File: config.mk
export PLATFORM = sky130hd
export DESIGN_NAME = cmd_coord
export DESIGN_NICKNAME = d
export VERILOG_FILES = /design/src/rtl/cc_pkg.sv /design/src/rtl/cc_pend.sv /design/src/rtl/cc_ctx.sv /design/src/rtl/cc_gap.sv /design/src/rtl/cmd_coord.sv
export SDC_FILE = /design/constraint.sdc
export NUM_CORES = 1
export LEC_CHECK = 0
export BUFFER_PORTS_ARGS = -buffer_cell sky130_fd_sc_hd__buf_4
export CORE_ASPECT_RATIO = 0.9
export CORE_MARGIN = 1
export CORE_UTILIZATION = 44
export CTS_BUF_LIST = sky130_fd_sc_hd__clkbuf_16
export DETAILED_ROUTE_END_ITERATION = 8
export GPL_ROUTABILITY_DRIVEN = 0
export PLACE_DENSITY = 0.73
export SETUP_SLACK_MARGIN = 0.2
export SYNTH_ARGS = -nofsm -noshare
export SYNTH_HDL_FRONTEND = slang
export SYNTH_SLANG_ARGS = --single-unit
File: constraint.sdc
create_clock -name clk -period 1.4 [get_ports clk]
set_input_delay 0.28 -clock clk [delete_from_list [all_inputs] [get_ports clk]]
set_output_delay 0.28 -clock clk [all_outputs]
set_load 0.03 [all_outputs]
File: src/rtl/cc_pkg.sv
package cc_pkg;
    typedef enum logic [2:0] {
        ST_GAP,
        ST_LAUNCH,
        ST_BUSY,
        ST_TAKE,
        ST_REPLY
    } cc_state_e;

    typedef enum logic [1:0] {
        OP_SEND = 2'd0,
        OP_POLL = 2'd1,
        OP_RETX = 2'd2
    } fb_op_e;
endpackage

File: src/rtl/cc_pend.sv
module cc_pend (
    input  logic clk,
    input  logic rst_n,
    input  logic flag_in,
    input  logic taken,
    output logic pend_o
);
    always_ff @(posedge clk) begin
        if (!rst_n) pend_o <= 1'b0;
        else        pend_o <= flag_in & ~taken;
    end
endmodule

File: src/rtl/cc_ctx.sv
module cc_ctx #(
    parameter int NUM_UNITS = 4
) (
    input  logic                         clk,
    input  logic                         rst_n,
    input  logic                         ev_send_done,
    input  logic                         ev_retx_done,
    input  logic                         ev_poll_done,
    input  logic                         ev_cut,
    output logic [$clog2(NUM_UNITS)-1:0] unit_o,
    output logic                         poll_next_o,
    output logic                         retx_o
);
    localparam int UW = $clog2(NUM_UNITS);
    localparam logic [UW-1:0] LAST = UW'(NUM_UNITS - 1);

    // Unit index, phase and retransmit flag stay frozen while commands are served.
    always_ff @(posedge clk) begin
        if (!rst_n) begin
            unit_o      <= '0;
            poll_next_o <= 1'b0;
            retx_o      <= 1'b0;
        end else begin
            if (ev_send_done) poll_next_o <= 1'b1;
            if (ev_retx_done) retx_o <= 1'b0;
            if (ev_cut)       retx_o <= 1'b1;
            if (ev_poll_done) begin
                poll_next_o <= 1'b0;
                unit_o      <= (unit_o == LAST) ? '0 : unit_o + 1'b1;
            end
        end
    end
endmodule

File: src/rtl/cc_gap.sv
module cc_gap #(
    parameter int GAP_CYCLES = 8
) (
    input  logic clk,
    input  logic rst_n,
    input  logic reload,
    output logic expired
);
    localparam int GW = $clog2(GAP_CYCLES + 1);

    logic [GW-1:0] cnt_q;

    always_ff @(posedge clk) begin
        if (!rst_n)              cnt_q <= GW'(GAP_CYCLES);
        else if (reload)         cnt_q <= GW'(GAP_CYCLES);
        else if (cnt_q != '0)    cnt_q <= cnt_q - 1'b1;
    end

    assign expired = (cnt_q == '0);
endmodule

File: src/rtl/cmd_coord.sv
module cmd_coord #(
    parameter int DATA_W     = 8,
    parameter int NUM_UNITS  = 4,
    parameter int GAP_CYCLES = 8
) (
    input  logic                         clk,
    input  logic                         rst_n,
    input  logic                         cq_nonempty,
    input  logic [DATA_W-1:0]            cq_data,
    output logic                         cq_pop,
    output logic                         rq_push,
    output logic [DATA_W-1:0]            rq_data,
    output logic                         fb_start,
    output logic [1:0]                   fb_op,
    output logic [$clog2(NUM_UNITS)-1:0] fb_unit,
    input  logic                         fb_beat,
    input  logic                         fb_done,
    output logic                         fb_abort,
    output logic                         cmd_pending,
    output logic                         in_service
);
    import cc_pkg::*;

    localparam int UW = $clog2(NUM_UNITS);

    cc_state_e         state_q, state_d;
    fb_op_e            cur_op;
    logic              pend, gap_expired, gap_reload;
    logic              ev_send_done, ev_retx_done, ev_poll_done, ev_cut;
    logic [UW-1:0]     unit;
    logic              poll_next, retx;
    logic [DATA_W-1:0] cmd_q;

    cc_pend u_pend (
        .clk    (clk),
        .rst_n  (rst_n),
        .flag_in(cq_nonempty),
        .taken  (cq_pop),
        .pend_o (pend)
    );

    cc_ctx #(.NUM_UNITS(NUM_UNITS)) u_ctx (
        .clk         (clk),
        .rst_n       (rst_n),
        .ev_send_done(ev_send_done),
        .ev_retx_done(ev_retx_done),
        .ev_poll_done(ev_poll_done),
        .ev_cut      (ev_cut),
        .unit_o      (unit),
        .poll_next_o (poll_next),
        .retx_o      (retx)
    );

    cc_gap #(.GAP_CYCLES(GAP_CYCLES)) u_gap (
        .clk    (clk),
        .rst_n  (rst_n),
        .reload (gap_reload),
        .expired(gap_expired)
    );

    assign cur_op = retx ? OP_RETX : (poll_next ? OP_POLL : OP_SEND);

    // State register
    always_ff @(posedge clk) begin
        if (!rst_n) state_q <= ST_GAP;
        else        state_q <= state_d;
    end

    // Next state
    always_comb begin
        state_d = state_q;
        unique case (state_q)
            ST_GAP: begin
                if (pend)             state_d = ST_TAKE;
                else if (gap_expired) state_d = ST_LAUNCH;
            end
            ST_LAUNCH: state_d = ST_BUSY;
            ST_BUSY: begin
                if (fb_done) begin
                    if (cur_op == OP_POLL) state_d = ST_GAP;
                    else if (pend)         state_d = ST_TAKE;
                    else                   state_d = ST_LAUNCH;
                end else if (cur_op == OP_POLL && pend && fb_beat) begin
                    state_d = ST_TAKE;
                end
            end
            ST_TAKE:  state_d = ST_REPLY;
            ST_REPLY: state_d = cq_nonempty ? ST_TAKE : ST_LAUNCH;
            default:  state_d = ST_GAP;
        endcase
    end

    // Outputs and context events
    always_comb begin
        fb_start     = 1'b0;
        fb_abort     = 1'b0;
        cq_pop       = 1'b0;
        rq_push      = 1'b0;
        gap_reload   = 1'b0;
        ev_send_done = 1'b0;
        ev_retx_done = 1'b0;
        ev_poll_done = 1'b0;
        ev_cut       = 1'b0;
        unique case (state_q)
            ST_GAP:    ;
            ST_LAUNCH: fb_start = 1'b1;
            ST_BUSY: begin
                if (fb_done) begin
                    unique case (cur_op)
                        OP_SEND: ev_send_done = 1'b1;
                        OP_RETX: ev_retx_done = 1'b1;
                        default: begin
                            ev_poll_done = 1'b1;
                            gap_reload   = 1'b1;
                        end
                    endcase
                end else if (cur_op == OP_POLL && pend && fb_beat) begin
                    fb_abort = 1'b1;
                    ev_cut   = 1'b1;
                end
            end
            ST_TAKE:  cq_pop  = 1'b1;
            ST_REPLY: rq_push = 1'b1;
            default:  ;
        endcase
    end

    always_ff @(posedge clk) begin
        if (!rst_n)      cmd_q <= '0;
        else if (cq_pop) cmd_q <= cq_data;
    end

    assign rq_data     = cmd_q;
    assign fb_op       = cur_op;
    assign fb_unit     = unit;
    assign cmd_pending = pend;
    assign in_service  = (state_q == ST_TAKE) || (state_q == ST_REPLY);
endmodule

==> impl_metrics.ini <==
[routing]
top_layer = met4
wl_per_cell_um = 18.5
drc = 0
drt_wl_total_um = 3380
wl_met3_um = 173
met1_length_um = 1430
ant_nets = 0
num_vias = 985
wl_met2_um = 1690
drt_pass1_iterations = 4
initialDrtViolationCount = 47
viasPerCell = 5.38

[floorplan]
fp.dieArea_um2 = 2390
ios = 31
dieHeight_um = 46.5
fp.dieW_um = 51.4
row_count = 15
start_util_pct = 48.6
core-area_um2 = 1990

[run]
max_cap_viol_count = 0

[power]
vdd_ir_drop_max_mv = 1.05
power_leakage_nw = 0.766
p_per_area_nw_per_um2 = 1420

[sta]
maxSlewHeadroom_pct = 74.3
finalMaxSlewViolations = 0
period_minus_slack_ns = 1.61
final.setup.worst_slack_ns = -0.207
worst_slew_pin_slew_ns = 0.381
finalHoldViolCount = 0
fmax_ghz = 0.622
period_share_pct = 115
rsz0062_at_grt = yes
setup_viol = 9
fin_worst_skew_ns = 0.00229

[grt]
grt_pass1_vias = 855
grt-ovfl-total = 0
grt_max_degree = 21
grt_pass1_wl_um = 4150
grtUsageTotal_pct = 24.6
antenna_found_initial = 0

[clock_tree]
clock_latency_ns = 0.25
cts_tree = yes
htree_levels = 1
cts.sinks = 20
cts_made_buffers = 3
root_buffer = clkbuf_16
clkTransAtPathRegs_ns = 0.06
cts_buffer_depth = 2

[final_layout]
layout.cells.most_common_list = buf_4 (33), nand2_1 (20), buf_6 (20)
fin_area_um2 = 1690
fin_cells = 183
layout_commonest_cell = buf_4
drive_above_1_share_pct = 58.2
utilization_pct = 84.8
syn_to_final_growth_pct = 74.5
antenna-diode-count = 0
nNetsFinal = 174

[place]
place_ws_ns = 0.0590
hpwl_um = 1580
port_buffers = 30
placed_area_um2 = 1270
placedCellCount = 162

[critical_path]
setup.worst_path.class = reg2out
crit_chain = or3b_4 -> nor3_4 -> buf_6
r2r_slack_ns = -0.12
required_ns = 1.12
slowest_delay_ns = 0.41
start_kind = flip-flop
cp_slowest_cell = or3b_4
endpoint_kind = primary output
worstPathArrival_ns = 1.33
critical_path_peak_fanout = 2

[synthesis]
yosys_most_used_dff = dfxtp_1
syn_area_per_cell_um2 = 9.12
yosys-top-cells-area = dfxtp_1 (41%), nand2_1 (8.9%), a21boi_0 (3.9%)
ys.warnings.count = 0
synth_top_area_share_pct = 41.4
synthCells = 106
synth-async-reset-ratio_pct = 0
synth_fp_nets = 121
ys_seq_area_share_pct = 41.4
synth.largest_area_cell = dfxtp_1
ys_ff_latch = 20
synth_cell_types = 39
netlist_area_um2 = 967
synth_edf_count = 0

[status]
violations = setup timing
status = finished with violations

[hold_path]
hold_path_class = in2reg
[synth_stat cells (3+ instances only)]
cell / number
a21boi_1: 3
inv_1: 3
nor2b_1: 3
nand2_1: 23
mux2i_1: 3
nor3_1: 3
dfxtp_1: 20
nor3b_1: 3
a21boi_0: 5
[area by class of cell]
type	count	area [um^2]
tap	25	31.3
clock inverter	1	3.75
clock buffer	3	75.1
fill	103	302
sequential	20	412
inverter	4	20.0
multi-input combinational	76	653
timing repair buffer	54	493
[registers in the layout, indices dropped and copies added, names as in the netlist]
name,cells
u_gap.cnt_q,4
u_ctx.unit_o,2
state_q,3
u_pend.pend_o,1
u_ctx.poll_next_o,1
rq_data,8
u_ctx.retx_o,1
[per-stage QoR]
stage	power [mW]	hold WS, ns	setup TNS, ns
final	2.40	0.272	-0.787
after global routing	2.47	0.278	-0.937
after CTS	2.16	0.274	-0.305
after detailed placement	1.39	0.447	0
after global placement	1.36	0.442	0
after floorplan	1.20	0.415	-0.0491
[critical path, delay by kind of cell, from the launching register on]
kind,cells,cell delay [ns]
AND/OR/NAND/NOR,2,0.55
buffers and inverters,1,0.15
flip-flops,1,0.37
[final timing paths]
path,from,to,cells after the start
max reg2reg,state_q[1],state_q[0],5
max,state_q[1],fb_abort,3
min reg2reg,rq_data[3],rq_data[3],2
min,cq_data[3],rq_data[3],3
[kinds of logic (layout without fill, tap and decap cells)]
group	after synthesis	in the layout	share of synthesized area, %
and+or+nand+nor	50	50	28.8
adders and majority gates	2	2	2.59
DFF	20	20	41.4
AOI/OAI and AO/OA	20	20	15.5
xor gates and xnor gates	1	1	0.906
muxes	3	3	3.10
buffers and inverters	10	62	7.63
[metal layers]
layer,vias up,track usage [%]
met5,-,0
met4,0,9.19
met3,11,5.28
met2,41,41.8
met1,466,30.8
li1,467,-
[power breakdown]
part           leakage (nW)  internal [mW]  switching (mW)
registers             0.166          0.669          0.0878
logic                 0.562          0.537           0.515
clock network        0.0385          0.381           0.210
total                 0.766           1.59           0.813
[repair_timing]
action                     4_1_cts  5_1_grt
setup buffers                   14        3
setup endpoints to repair       16       26
gates resized for setup         24       30
pin swaps                        4       11
hold buffers                     0        0
Note: power is estimated with default switching activity, not from simulation.
